`config.mk`:
```
export PLATFORM = sky130hd
export DESIGN_NAME = evtstat_bank
export DESIGN_NICKNAME = d
export VERILOG_FILES = /design/src/rtl/evtstat_pkg.sv /design/src/rtl/evtstat_ctr.sv /design/src/rtl/evtstat_hold.sv /design/src/rtl/evtstat_irq.sv /design/src/rtl/evtstat_bank.sv
export SDC_FILE = /design/constraint.sdc
export NUM_CORES = 1
export LEC_CHECK = 0
export ABC_AREA = 1
export BUFFER_PORTS_ARGS = -buffer_cell sky130_fd_sc_hd__buf_4
export CAP_MARGIN = 20
export CORE_MARGIN = 2
export CORE_UTILIZATION = 55
export DETAILED_ROUTE_END_ITERATION = 6
export PLACE_DENSITY = 0.68
export SLEW_MARGIN = 20
export SYNTH_ARGS = -nofsm -noshare
export SYNTH_HDL_FRONTEND = slang
export SYNTH_SLANG_ARGS = --single-unit
```
`constraint.sdc`:
```
create_clock -name clk -period 5.1 [get_ports clk]
set_clock_uncertainty 0.05 [all_clocks]
set_input_delay 0 -clock clk [delete_from_list [all_inputs] [get_ports clk]]
set_output_delay 0 -clock clk [all_outputs]
set_load 0.05 [all_outputs]
```
`src/rtl/evtstat_pkg.sv`:
```
package evtstat_pkg;
  localparam int BYTE_W = 8;

  function automatic int bytes_for(input int bits);
    return (bits + BYTE_W - 1) / BYTE_W;
  endfunction
endpackage

```
`src/rtl/evtstat_ctr.sv`:
```
module evtstat_ctr
  import evtstat_pkg::*;
#(
  parameter int W        = 20,
  parameter bit SATURATE = 1'b0,
  localparam int NB      = bytes_for(W),
  localparam int LO_W    = (W < BYTE_W) ? W : BYTE_W
) (
  input  logic              clk,
  input  logic              rst_n,
  input  logic              evt,
  input  logic [NB-1:0]     byte_we,
  input  logic [BYTE_W-1:0] wdata,
  output logic [W-1:0]      value,
  output logic              inc_pulse,
  output logic              wrap_pulse
);
  logic         wr_any;
  logic         full;
  logic [W-1:0] nxt;
  logic         unused_wbits;

  assign unused_wbits = ^wdata;
  assign wr_any = |byte_we;
  assign full   = &value;

  always_comb begin
    nxt = value;
    for (int i = 0; i < W; i++) begin
      if (byte_we[i / BYTE_W]) nxt[i] = wdata[i % BYTE_W];
    end
    if (!wr_any && evt && !(SATURATE && full)) nxt = value + 1'b1;
  end

  // Counter storage deliberately has no reset.
  always_ff @(posedge clk) begin
    value <= nxt;
  end

  assign inc_pulse  = evt && !wr_any && !(SATURATE && full);
  assign wrap_pulse = evt && !wr_any && full && !SATURATE;


  count_step_chk: assert property (@(posedge clk) disable iff (!rst_n)
    (evt && !wr_any && !(SATURATE && full)) |=> value == W'($past(value) + 1'b1));


  sat_hold_chk: assert property (@(posedge clk) disable iff (!rst_n)
    (SATURATE && evt && !wr_any && full) |=> (&value));


  write_wins_chk: assert property (@(posedge clk) disable iff (!rst_n)
    byte_we[0] |=> value[LO_W-1:0] == $past(wdata[LO_W-1:0]));
endmodule

```
`src/rtl/evtstat_hold.sv`:
```
module evtstat_hold #(
  parameter int HW = 12
) (
  input  logic          clk,
  input  logic          rst_n,
  input  logic          load,
  input  logic [HW-1:0] upper,
  output logic [HW-1:0] hold
);
  always_ff @(posedge clk or negedge rst_n) begin
    if (!rst_n)    hold <= '0;
    else if (load) hold <= upper;
  end


  hold_load_chk: assert property (@(posedge clk) disable iff (!rst_n)
    load |=> hold == $past(upper));


  hold_keep_chk: assert property (@(posedge clk) disable iff (!rst_n)
    !load |=> $stable(hold));
endmodule

```
`src/rtl/evtstat_irq.sv`:
```
module evtstat_irq #(
  parameter int           N      = 9,
  parameter logic [N-1:0] EXEMPT = '0
) (
  input  logic         clk,
  input  logic         rst_n,
  input  logic [N-1:0] set_pulse,
  input  logic [N-1:0] clr,
  output logic [N-1:0] status
);
  logic [N-1:0] set_ok;
  assign set_ok = set_pulse & ~EXEMPT;

  always_ff @(posedge clk or negedge rst_n) begin
    if (!rst_n) status <= '0;
    else        status <= (status & ~clr) | set_ok;
  end


  set_beats_clr_chk: assert property (@(posedge clk) disable iff (!rst_n)
    1'b1 |=> (status & $past(set_ok)) == $past(set_ok));


  clr_takes_chk: assert property (@(posedge clk) disable iff (!rst_n)
    1'b1 |=> (status & $past(clr & ~set_ok)) == '0);
endmodule

```
`src/rtl/evtstat_bank.sv`:
```
module evtstat_bank
  import evtstat_pkg::*;
#(
  parameter int NUM_WIDE = 8,
  parameter int CNT_W    = 20,
  parameter int LATE_W   = 4,
  parameter int ADDR_W   = 5,
  parameter int RL_IDX   = 7
) (
  input  logic                clk,
  input  logic                rst_n,
  input  logic                stop_mode,
  input  logic [NUM_WIDE:0]   evt_strobe,
  input  logic [ADDR_W-1:0]   bus_addr,
  input  logic                bus_rd,
  input  logic                bus_wr,
  input  logic [BYTE_W-1:0]   bus_wdata,
  output logic [BYTE_W-1:0]   bus_rdata,
  output logic [NUM_WIDE:0]   inc_irq,
  output logic [NUM_WIDE:0]   wrap_irq
);
  localparam int NB        = bytes_for(CNT_W);
  localparam int HOLD_W    = CNT_W - BYTE_W;
  localparam int NUM_CNT   = NUM_WIDE + 1;
  localparam int ST_NB     = bytes_for(NUM_CNT);
  localparam int LATE_ADDR = NUM_WIDE * NB;
  localparam int INC_BASE  = LATE_ADDR + 1;
  localparam int WRAP_BASE = INC_BASE + ST_NB;
  localparam logic [NUM_CNT-1:0] INC_EX  = NUM_CNT'(1) << RL_IDX;
  localparam logic [NUM_CNT-1:0] WRAP_EX = INC_EX | (NUM_CNT'(1) << NUM_WIDE);

  logic                 wr_ok;
  logic [NB-1:0]        wide_we  [NUM_WIDE];
  logic [CNT_W-1:0]     wide_val [NUM_WIDE];
  logic                 late_we;
  logic [LATE_W-1:0]    late_val;
  logic [NUM_CNT-1:0]   inc_p, wrap_p, inc_clr, wrap_clr;
  logic                 hold_load;
  logic [HOLD_W-1:0]    hold_upper, hold_q;
  logic [BYTE_W-1:0]    rd_byte;

  assign wr_ok   = bus_wr && stop_mode;
  assign late_we = wr_ok && (bus_addr == ADDR_W'(LATE_ADDR));

  // Address decode for counter bytes, status clears and snapshot load
  always_comb begin
    hold_load  = 1'b0;
    hold_upper = '0;
    for (int k = 0; k < NUM_WIDE; k++) begin
      for (int b = 0; b < NB; b++) begin
        wide_we[k][b] = wr_ok && (bus_addr == ADDR_W'(k * NB + b));
      end
      if (bus_rd && bus_addr == ADDR_W'(k * NB)) begin
        hold_load  = 1'b1;
        hold_upper = wide_val[k][CNT_W-1:BYTE_W];
      end
    end
    for (int i = 0; i < NUM_CNT; i++) begin
      inc_clr[i]  = bus_wr && (bus_addr == ADDR_W'(INC_BASE + i / BYTE_W))
                    && bus_wdata[i % BYTE_W];
      wrap_clr[i] = bus_wr && (bus_addr == ADDR_W'(WRAP_BASE + i / BYTE_W))
                    && bus_wdata[i % BYTE_W];
    end
  end

  genvar gk;
  generate
    for (gk = 0; gk < NUM_WIDE; gk++) begin : g_wide
      evtstat_ctr #(.W(CNT_W), .SATURATE(1'b0)) u_ctr (
        .clk        (clk),
        .rst_n      (rst_n),
        .evt        (evt_strobe[gk]),
        .byte_we    (wide_we[gk]),
        .wdata      (bus_wdata),
        .value      (wide_val[gk]),
        .inc_pulse  (inc_p[gk]),
        .wrap_pulse (wrap_p[gk])
      );
    end
  endgenerate

  evtstat_ctr #(.W(LATE_W), .SATURATE(1'b1)) u_late (
    .clk        (clk),
    .rst_n      (rst_n),
    .evt        (evt_strobe[NUM_WIDE]),
    .byte_we    (late_we),
    .wdata      (bus_wdata),
    .value      (late_val),
    .inc_pulse  (inc_p[NUM_WIDE]),
    .wrap_pulse (wrap_p[NUM_WIDE])
  );

  evtstat_hold #(.HW(HOLD_W)) u_hold (
    .clk   (clk),
    .rst_n (rst_n),
    .load  (hold_load),
    .upper (hold_upper),
    .hold  (hold_q)
  );

  evtstat_irq #(.N(NUM_CNT), .EXEMPT(INC_EX)) u_inc (
    .clk       (clk),
    .rst_n     (rst_n),
    .set_pulse (inc_p),
    .clr       (inc_clr),
    .status    (inc_irq)
  );

  evtstat_irq #(.N(NUM_CNT), .EXEMPT(WRAP_EX)) u_wrap (
    .clk       (clk),
    .rst_n     (rst_n),
    .set_pulse (wrap_p),
    .clr       (wrap_clr),
    .status    (wrap_irq)
  );

  // Read multiplexer: byte 0 live, higher bytes from the snapshot
  always_comb begin
    rd_byte = '0;
    for (int k = 0; k < NUM_WIDE; k++) begin
      for (int b = 0; b < NB; b++) begin
        if (bus_addr == ADDR_W'(k * NB + b)) begin
          if (b == 0) rd_byte = wide_val[k][BYTE_W-1:0];
          else        rd_byte = BYTE_W'(hold_q >> (BYTE_W * (b - 1)));
        end
      end
    end
    if (bus_addr == ADDR_W'(LATE_ADDR)) rd_byte = BYTE_W'(late_val);
    for (int s = 0; s < ST_NB; s++) begin
      if (bus_addr == ADDR_W'(INC_BASE + s))  rd_byte = BYTE_W'(inc_irq >> (BYTE_W * s));
      if (bus_addr == ADDR_W'(WRAP_BASE + s)) rd_byte = BYTE_W'(wrap_irq >> (BYTE_W * s));
    end
  end

  always_ff @(posedge clk or negedge rst_n) begin
    if (!rst_n)      bus_rdata <= '0;
    else if (bus_rd) bus_rdata <= rd_byte;
  end


  rdata_hold_chk: assert property (@(posedge clk) disable iff (!rst_n)
    !bus_rd |=> $stable(bus_rdata));


  late_nowrite_chk: assert property (@(posedge clk) disable iff (!rst_n)
    (!stop_mode && !evt_strobe[NUM_WIDE]) |=> $stable(late_val));


  late_nowrap_chk: assert property (@(posedge clk) disable iff (!rst_n)
    !wrap_irq[NUM_WIDE]);
endmodule

```
==> out/results.txt <==
status: completed
Routed Antenna Nets: 0
CP max stage cell: o21ai_1
CP max stage delay: 0.72 ns
vias post-DR: 12700
top sig layer: met5
I/O pins: 53
DR DRC count: 0
Final GP Congestion: 1.01
Total GRT Usage: 0.371
Met2 Routed Length: 19.8 mm
Tcrit/Tclk final: 0.584
width of the die: 158 um
clock tree buffer depth: 3
wl on met1: 19.1 mm
diode count: 0
Worst Path Required: 5.19 ns
share of synthesized registers carrying an async set or reset: 0.188
startpoint types: input pin
worst min-delay path class: input pin to flip-flop
post-synthesis sequential area ratio: 0.450
Worst-Margin Slew: 1.00 ns
layout filler cell count: 2084
Crit path top cell by count: buf_4
post-route setup TNS: 0 ns
crit path kind: input pin to flip-flop
row cnt: 56
first drt pass iteration count: 6
Endpoint, Worst Hold: g_wide[7].u_ctr.value[5]
Crit Path Max Fanout: 26
top_reg_cell synth: edfxtp_1
H-tree depth: 1
RSZ-0062 raised after global routing: no
max-slew violations: 0
Ys Warns: 0
CP endpoint kind: flip-flop
pwr dens: 323 nW/um^2
final design utilization: 0.628
Static Leakage: 0.00628 uW
mean post-synth cell area: 7.75 um^2
Syn Nets: 1720
Yosys reg bits: 202
HPWL after DPL: 34.3 mm
Hold Path Depth: 4
Fmax achieved: 0.336 GHz
Fin Hold WS: 0.0132 ns
total gr overflow: 0
synth-to-layout area growth: 12.6%
R2R setup slack: 2.27 ns
Initial Util: 0.558
hold_sp: evt_strobe[7]
met3 WL: 5.46 mm
Die Span Y: 158 um
Iter 0 DRT Violations: 1754
max-cap violations: 0
CTS tree: built
Post-synth EDFFs: 164
# setup viols final: 0
Nets: 1785
drt total wl: 45.9 mm
synthesized area: 13100 um^2
r2r endpoint: g_wide[1].u_ctr.value[18]
clock root buffer: clkbuf_16
Post-Synthesis Cells: 1684
layout cells sized above 1: 0.0788
Critical R2R Launch: g_wide[1].u_ctr.value[0]
CP Buf/Inv Count: 4
Register-to-Register Path Depth: 17
Vias per Instance: 6.09
Core Area: 23400 um^2
initial antenna violation count: 1
CTS sink cnt: 202
Port Buffers: 52
Arr. time, crit path: 3.07 ns
final hold viol count: 0
Avg WL per Cell: 22.0 um
Final min period: 2.98 ns
Worst VDD drop: 0.268 mV
crit-path cells: dlygate4sd3_1 -> buf_4 -> nand2_1 -> buf_4 -> o21ai_0 -> nor2_1 -> clkinv_1 -> o21ai_1
worst-skew pair later-pin latency: 0.52 ns
first-pass GRT wire length: 69.5 mm
Max transition margin: 0.325
vias in the first global route: 11600
Clock Pin Slew Worst Setup and Hold Paths: 0.07 ns
largest delay contributor family on the critical path: buffers and inverters
number of CTS-inserted buffers: 23
largest net degree at the start of global routing: 31
Distinct cells, synth: 47
Die ar.: 25000 um^2
-- stage by stage --
stage	instances	setup WS [ns]	area [um^2]	total power [uW]
2_1_floorplan	1684	2.78	13100	2640
3_3_place_gp	2024	1.98	13700	2960
3_5_place_dp	2024	1.98	13700	2970
4_1_cts	2084	2.17	14700	4730
5_1_grt	2084	1.91	14700	4900
6_report	2084	2.12	14700	4750
-- routing by layer --
| metal | track usage | up-vias |
|---|---|---|
| li1 | - | 5854 |
| met1 | 0.553 | 5953 |
| met5 | 0 | - |
| met4 | 0.117 | 2 |
| met3 | 0.0542 | 85 |
| met2 | 0.559 | 797 |
-- synth_stat cells, types with 3 or more instances --
master | number | share of area
nand2_1 | 490 | 0.14
inv_1 | 219 | 0.063
edfxtp_1 | 164 | 0.38
o21ai_0 | 141 | 0.054
nor2_1 | 127 | 0.037
a21oi_1 | 80 | 0.031
nand3_1 | 69 | 0.026
o31ai_1 | 53 | 0.030
xor2_1 | 49 | 0.033
dfrtp_1 | 38 | 0.073
nand4_1 | 33 | 0.016
nor3_1 | 20 | 0.0077
clkbuf_1 | 18 | 0.0052
a31oi_1 | 15 | 0.0072
buf_2 | 15 | 0.0057
nor2_2 | 13 | 0.0062
o22ai_1 | 13 | 0.0062
o2111ai_1 | 12 | 0.0080
xnor2_1 | 11 | 0.0074
ha_1 | 9 | 0.0086
a221oi_1 | 7 | 0.0047
a22oi_1 | 7 | 0.0040
and3_1 | 7 | 0.0034
clkinv_1 | 7 | 0.0020
inv_2 | 7 | 0.0020
o211ai_1 | 7 | 0.0040
nor4_2 | 6 | 0.0057
o221ai_1 | 6 | 0.0040
o21ai_1 | 5 | 0.0019
or2_2 | 5 | 0.0024
nor2_4 | 4 | 0.0034
o41ai_1 | 4 | 0.0027
nand3b_1 | 3 | 0.0017
nor3_2 | 3 | 0.0023
nor4_1 | 3 | 0.0014
-- timing repair --
action	4_1_cts	5_1_grt
hold buffers	19	0
hold endpoints to repair	109	0
buffers inserted	0	0
resized for setup	0	0
-- worst max path at each step --
| stage | slack, ns | cells past startpoint | start | endpoint |
|---|---|---|---|---|
| 2_1_floorplan | 2.78 | 17 | g_wide[1].u_ctr.value[0] | g_wide[1].u_ctr.value[18] |
| 3_3_place_gp | 1.98 | 8 | bus_addr[4] | g_wide[7].u_ctr.value[14] |
| 3_5_place_dp | 1.98 | 9 | bus_addr[4] | g_wide[0].u_ctr.value[2] |
| 4_1_cts | 2.17 | 8 | bus_wr | g_wide[1].u_ctr.value[13] |
| 5_1_grt | 1.91 | 8 | bus_wr | g_wide[1].u_ctr.value[13] |
| 6_report | 2.12 | 8 | bus_wr | g_wide[1].u_ctr.value[13] |
-- worst min-delay path, cell delays in order --
cell     delay (ns)
buf_4          0.12
nand2_1        0.07
nor2_2         0.12
o21ai_0        0.17
-- cell families after synthesis --
family                   after synthesis  synth area share
AO/OA/AOI/OAI                        352             0.159
XOR/XNOR                              60            0.0402
adder cells (fa/ha/maj)                9           0.00862
buffers and inverters                270            0.0805
flip-flops                           202             0.450
AND/OR/NAND/NOR                      791             0.261
-- state kept, by name, indices dropped and copies added (netlist names) --
signal and flops:
u_late.value 4, g_wide.u_ctr.value 160, u_wrap.status 9, u_inc.status 9
u_hold.hold 12, bus_rdata 8
-- area by class of cell --
type                            instances  area [um^2]  share of cell area
Multi-Input combinational cell       1212         6130               0.417
Sequential cell                       202         5880               0.400
Inverter                              233          875              0.0595
Timing Repair Buffer                   77          636              0.0432
Clock buffer                           31          626              0.0426
Tap cell                              319          399              0.0272
Clock inverter                         10          155              0.0106
-- power breakdown --
group	switching [uW]	total, uW	internal, uW
Sequential	242	2230	1990
Combinational	536	763	228
Clock	697	1760	1060
Total	1470	4750	3280
-- cells in the final DEF (no fill, tap or decap), types with 9 or more instances in the layout --
cell and count:
xnor2_1 11, o21ai_1 10, a21oi_1 80, nand2_1 490, o2111ai_1 12, nor2_2 13
buf_4 58, o22ai_1 13, nor2_1 127, o31ai_1 53, a31oi_1 15, dfrtp_1 38
xor2_1 49, edfxtp_1 164, clkbuf_16 23, inv_1 219, nand3_1 69, o21ai_0 136
ha_1 9, nand4_1 33, dlygate4sd3_1 18, nor3_1 20
Note: power is estimated with default switching activity, not from simulation.
